## config.mk

```make
export PLATFORM = sky130hd
export DESIGN_NAME = wdog_timer
export DESIGN_NICKNAME = d
export VERILOG_FILES = /design/src/rtl/wdog_pkg.sv /design/src/rtl/wdog_prescaler.sv /design/src/rtl/wdog_counter.sv /design/src/rtl/wdog_pulse.sv /design/src/rtl/wdog_timer.sv
export SDC_FILE = /design/constraint.sdc
export NUM_CORES = 1
export LEC_CHECK = 0
export CAP_MARGIN = 5
export CORE_UTILIZATION = 50
export CTS_BUF_LIST = sky130_fd_sc_hd__clkbuf_8
export DETAILED_ROUTE_END_ITERATION = 10
export HOLD_SLACK_MARGIN = 0.08
export PLACE_DENSITY = 0.8
export SLEW_MARGIN = 25
export SYNTH_ARGS = -nofsm -noshare
export SYNTH_HDL_FRONTEND = slang
export SYNTH_SLANG_ARGS = --single-unit
```

## constraint.sdc

```tcl
create_clock -name clk -period 3.9 [get_ports clk]
set_input_delay 0.975 -clock clk [delete_from_list [all_inputs] [get_ports clk]]
set_output_delay 0.975 -clock clk [all_outputs]
set_load 0.1 [all_outputs]
```

## src/rtl/wdog_pkg.sv

```systemverilog
package wdog_pkg;

   localparam int RESTART_BIT = 0;
   localparam int RST_EN_BIT  = 1;
   localparam int RFLAG_BIT   = 2;
   localparam int IFLAG_BIT   = 3;
   localparam int ISEL_LSB    = 4;
   localparam int INT_EN_BIT  = 6;
   localparam int EN_BIT      = 7;
   localparam int CSEL_LSB    = 10;
   localparam int USED_BITS   = 12;

   localparam int SEL_OPTS    = 4;

   typedef struct packed {
      logic [1:0] csel;
      logic       en;
      logic       int_en;
      logic [1:0] isel;
      logic       rst_en;
   } wdog_ctrl_t;

   localparam wdog_ctrl_t CTRL_RESET = '{csel: 2'd1, en: 1'b0, int_en: 1'b0,
                                          isel: 2'd0, rst_en: 1'b0};

endpackage

```

## src/rtl/wdog_prescaler.sv

```systemverilog
module wdog_prescaler #(
   parameter int DIV0_LOG2 = 0,
   parameter int DIV1_LOG2 = 8,
   parameter int DIV2_LOG2 = 11,
   parameter int DIV3_LOG2 = 16
) (
   input  logic       clk,
   input  logic       rst_n,
   input  logic       en,
   input  logic       clr,
   input  logic [1:0] sel,
   output logic       tick
);
   import wdog_pkg::*;

   localparam int DL [SEL_OPTS] = '{DIV0_LOG2, DIV1_LOG2, DIV2_LOG2, DIV3_LOG2};

   function automatic int max_log2();
      int m = 0;
      for (int i = 0; i < SEL_OPTS; i++) if (DL[i] > m) m = DL[i];
      return m;
   endfunction

   localparam int PRE_W = max_log2() + 1;

   for (genvar g = 0; g < SEL_OPTS; g++) begin : g_chk
      if (DL[g] < 0 || DL[g] > 30) begin : g_bad_div
         $error("wdog_prescaler: divide log2 out of range");
      end
   end

   logic [PRE_W-1:0] pre_q;
   logic [PRE_W-1:0] mask_opt [SEL_OPTS];

   for (genvar g = 0; g < SEL_OPTS; g++) begin : g_mask
      assign mask_opt[g] = PRE_W'((64'd1 << DL[g]) - 64'd1);
   end

   assign tick = en && ((pre_q & mask_opt[sel]) == mask_opt[sel]);

   always_ff @(posedge clk or negedge rst_n) begin
      if (!rst_n)   pre_q <= '0;
      else if (clr) pre_q <= '0;
      else if (en)  pre_q <= pre_q + PRE_W'(1);
   end


   pre_restart_chk: assert property (@(posedge clk) disable iff (!rst_n)
      clr |=> (pre_q == '0));


   pre_hold_chk: assert property (@(posedge clk) disable iff (!rst_n)
      (!en && !clr) |=> $stable(pre_q));

endmodule

```

## src/rtl/wdog_counter.sv

```systemverilog
module wdog_counter #(
   parameter int CNT_W         = 22,
   parameter int INT_BASE_LOG2 = 14,
   parameter int INT_STEP_LOG2 = 2,
   parameter int RST_DELAY     = 1024
) (
   input  logic       clk,
   input  logic       rst_n,
   input  logic       en,
   input  logic       tick,
   input  logic       clr,
   input  logic [1:0] isel,
   output logic       int_hit,
   output logic       rst_hit
);
   logic [CNT_W-1:0] cnt_q;
   logic [CNT_W-1:0] cnt_inc;
   logic [CNT_W-1:0] int_lim;
   logic [CNT_W-1:0] end_lim;
   logic             step;

   always_comb begin
      int_lim = CNT_W'(1) << (INT_BASE_LOG2 + INT_STEP_LOG2 * int'(isel));
      end_lim = int_lim + CNT_W'(RST_DELAY);
      cnt_inc = cnt_q + CNT_W'(1);
      step    = en && tick && !clr && (cnt_q < end_lim);
      int_hit = step && (cnt_inc == int_lim);
      rst_hit = step && (cnt_inc == end_lim);
   end

   always_ff @(posedge clk or negedge rst_n) begin
      if (!rst_n)    cnt_q <= '0;
      else if (clr)  cnt_q <= '0;
      else if (step) cnt_q <= cnt_inc;
   end


   cnt_hold_chk: assert property (@(posedge clk) disable iff (!rst_n)
      (!en && !clr) |=> $stable(cnt_q));


   cnt_restart_chk: assert property (@(posedge clk) disable iff (!rst_n)
      clr |=> (cnt_q == '0));

endmodule

```

## src/rtl/wdog_pulse.sv

```systemverilog
module wdog_pulse #(
   parameter int PULSE_LEN = 16
) (
   input  logic clk,
   input  logic rst_n,
   input  logic trig,
   output logic req
);
   localparam int PW = $clog2(PULSE_LEN + 1);

   if (PULSE_LEN < 2) begin : g_bad_len
      $error("wdog_pulse: PULSE_LEN must be at least 2");
   end

   logic [PW-1:0] left_q;

   always_ff @(posedge clk or negedge rst_n) begin
      if (!rst_n) begin
         req    <= 1'b0;
         left_q <= '0;
      end else if (trig) begin
         req    <= 1'b1;
         left_q <= PW'(PULSE_LEN - 1);
      end else if (req) begin
         if (left_q == '0) req <= 1'b0;
         else              left_q <= left_q - PW'(1);
      end
   end


   pulse_min_chk: assert property (@(posedge clk) disable iff (!rst_n)
      $rose(req) |=> req);


   pulse_end_chk: assert property (@(posedge clk) disable iff (!rst_n)
      $fell(req) |-> ($past(left_q) == '0));

endmodule

```

## src/rtl/wdog_timer.sv

```systemverilog
module wdog_timer #(
   parameter int ADDR_W        = 8,
   parameter int DATA_W        = 32,
   parameter int REG_OFFSET    = 'h1c,
   parameter int DIV0_LOG2     = 0,
   parameter int DIV1_LOG2     = 8,
   parameter int DIV2_LOG2     = 11,
   parameter int DIV3_LOG2     = 16,
   parameter int INT_BASE_LOG2 = 14,
   parameter int INT_STEP_LOG2 = 2,
   parameter int RST_DELAY     = 1024,
   parameter int RST_PULSE     = 16
) (
   input  logic              clk,
   input  logic              por_n,
   input  logic              rst_n,
   input  logic              bus_sel,
   input  logic              bus_wr,
   input  logic [ADDR_W-1:0] bus_addr,
   input  logic [DATA_W-1:0] bus_wdata,
   output logic [DATA_W-1:0] bus_rdata,
   output logic              irq,
   output logic              rst_req
);
   import wdog_pkg::*;

   localparam int MAX_EXP = INT_BASE_LOG2 + 3 * INT_STEP_LOG2;
   localparam int CNT_W   = MAX_EXP + 2;

   if (DATA_W < USED_BITS) begin : g_bad_data_w
      $error("wdog_timer: DATA_W too narrow for the control word");
   end
   if (MAX_EXP > 30) begin : g_bad_interval
      $error("wdog_timer: interval exponent too large");
   end
   if (RST_DELAY < 1 || RST_DELAY >= (1 << MAX_EXP)) begin : g_bad_delay
      $error("wdog_timer: RST_DELAY out of range");
   end
   if (REG_OFFSET >= (1 << ADDR_W)) begin : g_bad_offset
      $error("wdog_timer: REG_OFFSET does not fit ADDR_W");
   end

   logic       core_rst_n;
   wdog_ctrl_t ctrl_q;
   logic       iflag_q;
   logic       rflag_q;
   logic       addr_hit;
   logic       wr_hit;
   logic       restart;
   logic       tick;
   logic       int_hit;
   logic       rst_hit;
   logic       unused_wdata_hi;

   assign core_rst_n = por_n & rst_n;
   assign addr_hit   = bus_sel && (bus_addr == ADDR_W'(REG_OFFSET));
   assign wr_hit     = addr_hit && bus_wr;
   assign restart    = wr_hit && bus_wdata[RESTART_BIT];
   assign unused_wdata_hi = ^{bus_wdata[DATA_W-1:USED_BITS], bus_wdata[CSEL_LSB-1:EN_BIT+1]};

   // Control fields and interrupt flag: cleared by either reset
   always_ff @(posedge clk or negedge core_rst_n) begin
      if (!core_rst_n) begin
         ctrl_q  <= CTRL_RESET;
         iflag_q <= 1'b0;
      end else begin
         if (wr_hit) begin
            ctrl_q.csel   <= bus_wdata[CSEL_LSB +: 2];
            ctrl_q.en     <= bus_wdata[EN_BIT];
            ctrl_q.int_en <= bus_wdata[INT_EN_BIT];
            ctrl_q.isel   <= bus_wdata[ISEL_LSB +: 2];
            ctrl_q.rst_en <= bus_wdata[RST_EN_BIT];
         end
         if (int_hit)                              iflag_q <= 1'b1;
         else if (wr_hit && bus_wdata[IFLAG_BIT])  iflag_q <= 1'b0;
      end
   end

   // Reset flag: only power-on clears it, so it survives the requested reset
   always_ff @(posedge clk or negedge por_n) begin
      if (!por_n)                                   rflag_q <= 1'b0;
      else if (rst_hit && ctrl_q.rst_en)            rflag_q <= 1'b1;
      else if (wr_hit && bus_wdata[RFLAG_BIT])      rflag_q <= 1'b0;
   end

   always_comb begin
      bus_rdata = '0;
      if (addr_hit && !bus_wr) begin
         bus_rdata[CSEL_LSB +: 2] = ctrl_q.csel;
         bus_rdata[EN_BIT]        = ctrl_q.en;
         bus_rdata[INT_EN_BIT]    = ctrl_q.int_en;
         bus_rdata[ISEL_LSB +: 2] = ctrl_q.isel;
         bus_rdata[IFLAG_BIT]     = iflag_q;
         bus_rdata[RFLAG_BIT]     = rflag_q;
         bus_rdata[RST_EN_BIT]    = ctrl_q.rst_en;
      end
   end

   assign irq = iflag_q && ctrl_q.int_en;

   wdog_prescaler #(
      .DIV0_LOG2 (DIV0_LOG2),
      .DIV1_LOG2 (DIV1_LOG2),
      .DIV2_LOG2 (DIV2_LOG2),
      .DIV3_LOG2 (DIV3_LOG2)
   ) u_pre (
      .clk   (clk),
      .rst_n (core_rst_n),
      .en    (ctrl_q.en),
      .clr   (restart),
      .sel   (ctrl_q.csel),
      .tick  (tick)
   );

   wdog_counter #(
      .CNT_W         (CNT_W),
      .INT_BASE_LOG2 (INT_BASE_LOG2),
      .INT_STEP_LOG2 (INT_STEP_LOG2),
      .RST_DELAY     (RST_DELAY)
   ) u_cnt (
      .clk     (clk),
      .rst_n   (core_rst_n),
      .en      (ctrl_q.en),
      .tick    (tick),
      .clr     (restart),
      .isel    (ctrl_q.isel),
      .int_hit (int_hit),
      .rst_hit (rst_hit)
   );

   wdog_pulse #(
      .PULSE_LEN (RST_PULSE)
   ) u_pulse (
      .clk   (clk),
      .rst_n (por_n),
      .trig  (rst_hit && ctrl_q.rst_en),
      .req   (rst_req)
   );


   iflag_needs_en_chk: assert property (@(posedge clk) disable iff (!core_rst_n)
      $rose(iflag_q) |-> $past(ctrl_q.en));


   rflag_needs_re_chk: assert property (@(posedge clk) disable iff (!core_rst_n)
      $rose(rflag_q) |-> ctrl_q.rst_en);


   req_with_rflag_chk: assert property (@(posedge clk) disable iff (!por_n)
      $rose(rst_req) |-> rflag_q);

endmodule

```

Word-level counts from Yosys, hierarchy flattened:

Cells that the tools add are included.

* input port bits: 45
* word-level logic and storage cells: 69
* output and inout bits: 34
* bits in registers: 54

* magnitude comparators: 2
* reduce and logical (&&, ||, !) cells: 23
* eq/ne operators: 5
* mux-type cells: 19
* bitwise logic cells: 3
* shift operators: 1
* add/sub/neg operators: 5

Operators by type and width (number)
* two-way mux 17 bit: 4
* equality test 22 bit: 2
* two-way mux 22 bit: 2
* binary-select mux 17 bit (select 2 bit): 1
* left shift 1 x 32 -> 22 bit (first input constant): 1
* adder 22 x 1 -> 22 bit (second input constant): 1
* adder 22 x 11 -> 22 bit (second input constant): 1
* less-than comparator 22 bit: 1
* adder 17 x 1 -> 17 bit (second input constant): 1
* bitwise AND 17 bit: 1
* equality test 17 bit: 1
* two-way mux 5 bit: 3
* logical AND 1 bit: 14
* nonzero test 2 bit: 5
* equality test 8 x 5 -> 1 bit (second input constant): 1
* two-way mux 1 bit: 7
* two-way mux 7 bit: 1
* adder 4 x 3 -> 5 bit (first input constant): 1
* logical NOT 5 bit: 1
* subtractor 5 x 1 -> 5 bit (second input constant): 1
* greater-or-equal comparator 3 bit (second input constant): 1
* inverter 2 -> 3 bit: 1
* logical NOT 1 bit: 2
* two-way mux 2 bit: 1
* 3 further kinds: 3

Longest topological paths before layout:

Gate-level depths: netlist of the first run.

* depth in word-level cells: 14
* gate-level depth with buffers: 11
* gate-level depth less buffers: 10

By module:

A second synthesis of the first run with hierarchy kept.

* cell total of the unflattened synthesis: 423
* area total of the unflattened synthesis: 3880.0 um^2

Modules (own cells, without submodules)
* wdog_counter: cells an instance 241, seq. area each 550.5 um^2, area each 2067.0 um^2, times used 1
* wdog_prescaler: cells an instance 88, seq. area each 400.4 um^2, area each 847.1 um^2, times used 1
* wdog_timer: cells an instance 67, seq. area each 226.5 um^2, area each 678.2 um^2, times used 1
* wdog_pulse: cells an instance 27, seq. area each 150.1 um^2, area each 287.8 um^2, times used 1

Worst setup path before layout of the first run:

No wires, ideal clock.

* path kind: in2out
* start point: input bus_addr[7]
* end point: output bus_rdata[10]
* data arrival time: 2.538 ns
* required time: 2.925 ns
* setup slack: 0.387 ns
* stages: 4
* buffers on the path: 0
* cell sequence: nor4bb_1 > and3_1 > nor2b_1 > and2_1

* cells in the longest elaborated chain, start to end: 4

RTL lines
* start, declared: line wdog_timer.sv:19 `input logic [ADDR_W-1:0] bus_addr,`
* equality test 8 x 5 -> 1 bit: line wdog_timer.sv:56 `assign addr_hit = bus_sel && (bus_addr == ADDR_W'(REG_OFFSET));`
* logical AND 1 bit: line wdog_timer.sv:56
* logical AND 1 bit: line wdog_timer.sv:88 `if (addr_hit && !bus_wr) begin`
* two-way mux 2 bit: line wdog_timer.sv:88
* end, declared: line wdog_timer.sv:21 `output logic [DATA_W-1:0] bus_rdata,`

Every way passes these cells.

Worst setup path after layout of the first run:

* start point: input bus_sel
* end point: output bus_rdata[4]

* cells in the longest elaborated chain, start to end: 3

RTL lines
* start, declared: line wdog_timer.sv:17 `input logic bus_sel,`
* logical AND 1 bit: line wdog_timer.sv:56
* logical AND 1 bit: line wdog_timer.sv:88
* two-way mux 7 bit: line wdog_timer.sv:88

Every way passes these cells.

==> results.toml, run 1 <==
[layout]
final_cell_mix = "dfrtp_1, nor2_1, xor2_1, nand2_1"
nFillCells = 548
antenna_cells = 0
fin_nets = 451
area_growth_syn_to_layout_pct = 14.02
seqCellArea_mm2 = 0.001328
multi_input_area_mm2 = 0.001848
final_common_cell = "dfrtp_1"
drive_gt1_share_pct = 9.068

[floorplan]
io_pins = 79
core-area_mm2 = 0.006422
chipHeight_um = 84.15
die_area_mm2 = 0.007081
start_util_pct = 52.54
dieWidth_um = 84.15
row_count = 29

[worst_setup_path]
worstPathMaxFanout = 9
arrival_ns = 2.66
cp_num_buf_inv = 3
crit_type = "input port to output pin"
crit_start = "bus_sel"
reg2reg_to = "u_pulse.left_q[4]$_DFFE_PN0P_"
worstSetupPathDepth = 7
reg2regPathDepth = 7
crit_end = "bus_rdata[4]"
crit-reg2reg-launch = "u_cnt.cnt_q[0]$_DFFE_PN0P_"
critPathTopFamily = "simple AND/OR/NAND/NOR gates"
crit_chain = "clkdlybuf4s50_1 > nor4bb_1 > and3_1 > nor2b_1 > buf_4 > and2_1 > buf_12"
worstSetupStartpointType = "input port"
cp_slowest_cell = "clkdlybuf4s50_1"
critPathRequiredTime_ns = 2.92
max_stage_delay_ns = 0.46
endpoint_kind = "output pin"
rrSetupSlack_ns = 0.76

[global_routing]
use_met2_pct = 32.94
busiest_layer = "met2"
antenna_found_initial = 0
grt_max_degree = 39
overflow = 0
grt_pass1_wl_um = 11040
gr-usage-met3_pct = 3.147
use_met1_pct = 25.67
grt_usage_pct = 19.26
grt_pass1_vias = 2421

[timing]
fmax_mhz = 275.3
hold_slack_ns = 0.5089
fin_skew_ns = 0.006906
slew_headroom_pct = 34.90
min_period_over_period_pct = 93.13
tightest_slew_ns = 0.9639
rsz0062_at_grt = "false"
fin_crit_ns = 3.632
setup_tns_ns = 0
setup_viol = 0
finalWorstSetupSlack_ns = 0.2680
hold_viol_final = 0
maxSlewViolCount = 0

[clocking]
ctsResizeCount = 0
clockBufferDepth = 2
cts_inserted_buffers = 5
h-tree-depth = 2
clock_latency_ns = 0.31
postCtsHoldBufs = 0
clk_pin_slew_worst_paths_ns = 0.09
ctsRootBufferMaster = "clkbuf_8"
post_cts_buffers = 0
clock-sinks = 53
cts_tree = "done"

[synth]
async_reset_ff_share_pct = 100.0
ys_types = 49
synth-seq-area-share_pct = 39.34
syn_area_per_cell_um2 = 9.195
synth_edf_count = 0
ys_warn_count = 0
synth_seq_cells = 53
synthesis.area_mm2 = 0.003374
syn_inst = 367
ys.flop_type = "dfrtp_1"

[detailed_routing]
via_count = 2547
dr.pass1.iters = 8
first_iter_violations = 120
avgViaCountPerCell = 5.373
drc = 20
routedWlPerCell_um = 13.58
ant_nets = 0
routed_wl_um = 6437

[place]
dp_worst_setup_slack_ns = 0.2875
hpwl_um = 4732
portBuffers = 33
place.gp.congestion = 0.8474

[power_and_ir_drop]
pwr_density_cell_mw_per_mm2 = 357.5
peakVddDrop_uv = 141.5
power.leakage_nw = 1.752

[worst_hold_path]
hold_depth = 1
hp-class = "flop to flop"

[run]
drv_cap = 0

[outcome]
status = "finished, violations left"
violations = "DRC"
## state kept, by name, indices dropped and copies added (netlist names)
| signal | cells |
|---|---|
| u_pulse.left_q | 5 |
| u_cnt.cnt_q | 22 |
| iflag_q | 1 |
| u_pulse.req | 1 |
| ctrl_q | 7 |
| rflag_q | 1 |
| u_pre.pre_q | 16 |
## cell usage after synthesis (2+ instances only)
master     n  area (µm²)
a21oi_1    8       40.04
and2_1    14       87.58
and3_1    12       75.07
and4_1     4       35.03
buf_2      4       20.02
buf_4     25       187.7
clkbuf_1   7       26.28
conb_1     2       7.510
dfrtp_1   52        1301
ha_1      10       125.1
inv_1      9       33.78
mux2_2     7       78.83
mux2i_1    3       30.03
nand2_1   27       101.4
nand2b_1   4       25.02
nand3_1   24       120.1
nand4_1   13       81.33
nor2_1    42       157.7
nor2b_1    2       12.51
nor3_1     4       20.02
nor4_1     4       25.02
o211ai_1   2       15.01
o21ai_0    9       45.04
o31ai_1    2       15.01
or3_1      5       31.28
or4_1      2       15.01
xnor2_1   15       131.4
xor2_1    34       297.8
## cell type report
class	count	share of cell area [%]
Tap cell	77	2.504
Clock buffer	5	1.789
Clock inverter	3	0.3902
Multi-Input combinational cell	289	48.03
Inverter	9	0.8780
Sequential cell	53	34.50
Timing Repair Buffer	38	11.90
## kinds of logic (layout without fill, tap and decap cells)
logic type,Yosys count,in the layout,share of synthesized area (%)
flip-flops,53,53,39.34
other,2,24,0.2226
multiplexers,10,10,3.226
buffers and inverters,47,55,8.380
AO/OA/AOI/OAI,29,29,5.933
AND/OR/NAND/NOR,167,167,26.47
XOR/XNOR,49,49,12.72
adder cells (fa/ha/maj),10,10,3.708
## layer usage
layer / routed length (µm) / part of all wire, %
met3: 309 / 4.8
met4: 50 / 0.78
met2: 3115 / 48
met1: 2961 / 46
met5: 0 / 0
## worst min-delay path by stage
stage,start,to
5_1_grt,iflag_q$_DFFE_PN0P_,iflag_q$_DFFE_PN0P_
4_1_cts,iflag_q$_DFFE_PN0P_,iflag_q$_DFFE_PN0P_
3_3_place_gp,iflag_q$_DFFE_PN0P_,iflag_q$_DFFE_PN0P_
2_1_floorplan,iflag_q$_DFFE_PN0P_,iflag_q$_DFFE_PN0P_
3_5_place_dp,iflag_q$_DFFE_PN0P_,iflag_q$_DFFE_PN0P_
6_report,iflag_q$_DFFE_PN0P_,iflag_q$_DFFE_PN0P_
## through the flow
| stage | power (W) | utilization, % | cell area, µm² | std cells |
|---|---|---|---|---|
| floorplan | 0.001024 | - | 3457 | 389 |
| global placement | 0.001068 | 58.60 | 3764 | 466 |
| detailed placement | 0.001089 | 58.60 | 3764 | 466 |
| CTS | 0.001388 | 59.91 | 3847 | 474 |
| global route | 0.001454 | 59.91 | 3847 | 474 |
| finish | 0.001376 | 59.91 | 3847 | 474 |
## report_power, final
| part | total, W | internal, W | switching (W) | leakage [nW] |
|---|---|---|---|---|
| Clock | 0.000298 | 0.000122 | 0.000175 | 0.0467 |
| Combinational | 0.000346 | 0.000115 | 0.000230 | 1.03 |
| Sequential | 0.000732 | 0.000633 | 0.0000997 | 0.678 |
| Total | 0.00138 | 0.000870 | 0.000505 | 1.75 |
Power figures use the tool's default switching activity.
==> run 2: changes to the inputs <==
CORE_UTILIZATION = 45   (was 50)
PLACE_DENSITY = 0.73   (was 0.8)
==> results.toml, run 2 (synthesized netlist as in run 1, its figures left out) <==
[layout]
drive_gt1_share_pct = 9.799
largest_reg_flops = 22
area_growth_syn_to_layout_pct = 16.13
antenna_cells = 0
largest-register = "u_cnt.cnt_q"
fin_nets = 452
reg.largest.list = "u_cnt.cnt_q x22, u_pre.pre_q x16, ctrl_q x7"
final_common_cell = "dfrtp_1"
final_cell_mix = "dfrtp_1, nor2_1, xor2_1, nand2_1"

[clocking]
h-tree-depth = 2
post_cts_buffers = 0
clk_pin_slew_worst_paths_ns = 0.10
cts_inserted_buffers = 5
postCtsHoldBufs = 0
clockBufferDepth = 2
ctsResizeCount = 0
clock-sinks = 53
cts_tree = "done"
ctsRootBufferMaster = "clkbuf_8"
clock_latency_ns = 0.31

[floorplan]
die_area_mm2 = 0.007849
io_pins = 79
row_count = 31
core-area_mm2 = 0.007253
start_util_pct = 46.52
chipHeight_um = 88.60
dieWidth_um = 88.60

[place]
place.gp.congestion = 0.8234
hpwl_um = 4912
portBuffers = 33

[timing]
fin_crit_ns = 3.711
tightest_slew_ns = 0.9554
min_period_over_period_pct = 95.16
setup_tns_ns = 0
fin_skew_ns = 0.006453
fmax_mhz = 269.5
hold_viol_final = 0
setup_viol = 0
rsz0062_at_grt = "false"
maxSlewViolCount = 0
slew_headroom_pct = 35.48

[detailed_routing]
ant_nets = 0
avgViaCountPerCell = 5.237
via_count = 2603
drc = 0
dr.pass1.iters = 4
routedWlPerCell_um = 13.49
first_iter_violations = 111
routed_wl_um = 6707

[outcome]
status = "completed"

[worst_hold_path]
hp-class = "flop to flop"
min_to = "iflag_q$_DFFE_PN0P_"
hold_depth = 1
hold_start = "iflag_q$_DFFE_PN0P_"

[global_routing]
grt_pass1_vias = 2476
grt_usage_pct = 18.12
grt_pass1_wl_um = 11120
grt_max_degree = 39
antenna_found_initial = 0
overflow = 0

[worst_setup_path]
max_stage_delay_ns = 0.45
cp_slowest_cell = "clkdlybuf4s50_1"
crit_chain = "clkdlybuf4s50_1 > nor4bb_1 > and3_1 > nor2b_1 > buf_4 > and2_1 > buf_12"
critPathRequiredTime_ns = 2.92
worstPathMaxFanout = 9
arrival_ns = 2.74
reg2regPathDepth = 7
crit-reg2reg-launch = "u_cnt.cnt_q[0]$_DFFE_PN0P_"
endpoint_kind = "output pin"
crit_type = "input port to output pin"
rrSetupSlack_ns = 0.80
worstSetupStartpointType = "input port"
reg2reg_to = "u_pulse.left_q[4]$_DFFE_PN0P_"

[power_and_ir_drop]
pwr_density_cell_mw_per_mm2 = 375.5
power.leakage_nw = 1.768
power_w = 0.001471
peakVddDrop_uv = 184.6

[run]
drv_cap = 0
-- run 2: cell types whose count changed in the layout (fill, tap and decap cells not counted), sizes merged --
| cell | delta |
|---|---|
| buf | +1 |
| clkbuf | +1 |
| bufinv | +1 |
| inv | -2 |
-- run 2: area by class of cell --
cell class / instances / area (µm²)
flip-flops and latches: 53 / 1328
clock buffers: 6 / 82.58
multi-input cells: 289 / 1848
fillers: 667 / 3334
clock inverters: 2 / 37.54
inverters: 9 / 33.78
repair buffers: 39 / 465.4
well taps: 99 / 123.9
-- run 2: worst max path at each step --
stage	end	start	depth (start not counted)	slack, ns
3_3_place_gp	bus_rdata[5]	bus_sel	7	0.27
4_1_cts	bus_rdata[5]	bus_sel	7	0.16
5_1_grt	bus_rdata[5]	bus_sel	7	0.11
3_5_place_dp	bus_rdata[5]	bus_sel	7	0.18
6_report	bus_rdata[5]	bus_sel	7	0.19
2_1_floorplan	bus_rdata[10]	bus_addr[7]	4	0.39
-- run 2: where the power goes --
| part | total [W] | switching (W) | internal (W) |
|---|---|---|---|
| clock network | 0.000393 | 0.000184 | 0.000209 |
| registers | 0.000730 | 0.0000970 | 0.000633 |
| logic | 0.000348 | 0.000232 | 0.000117 |
-- run 2: per-layer routing --
metal	track usage, %	part of all wire (%)
met4	5.279	1.2
met3	2.892	4.4
met1	22.41	46
met5	0	0
met2	32.52	48
-- run 2: critical path: cells and delay by family --
kind / cells / cell delay, ns
buffers and inverters: 3 / 0.79
AND/OR/NAND/NOR: 4 / 0.97
-- run 2: stage by stage --
stage | setup slack [ns] | util [%] | cell area (µm²) | hold slack (ns) | std cells
after global routing | 0.1094 | 54.03 | 3919 | 0.5478 | 497
after global placement | 0.2729 | 52.37 | 3799 | 0.4732 | 489
after floorplan | 0.3872 | - | 3457 | 0.4559 | 389
after detailed placement | 0.1773 | 52.37 | 3799 | 0.4948 | 489
final | 0.1888 | 54.03 | 3919 | 0.5109 | 497
after CTS | 0.1644 | 54.03 | 3919 | 0.5199 | 497
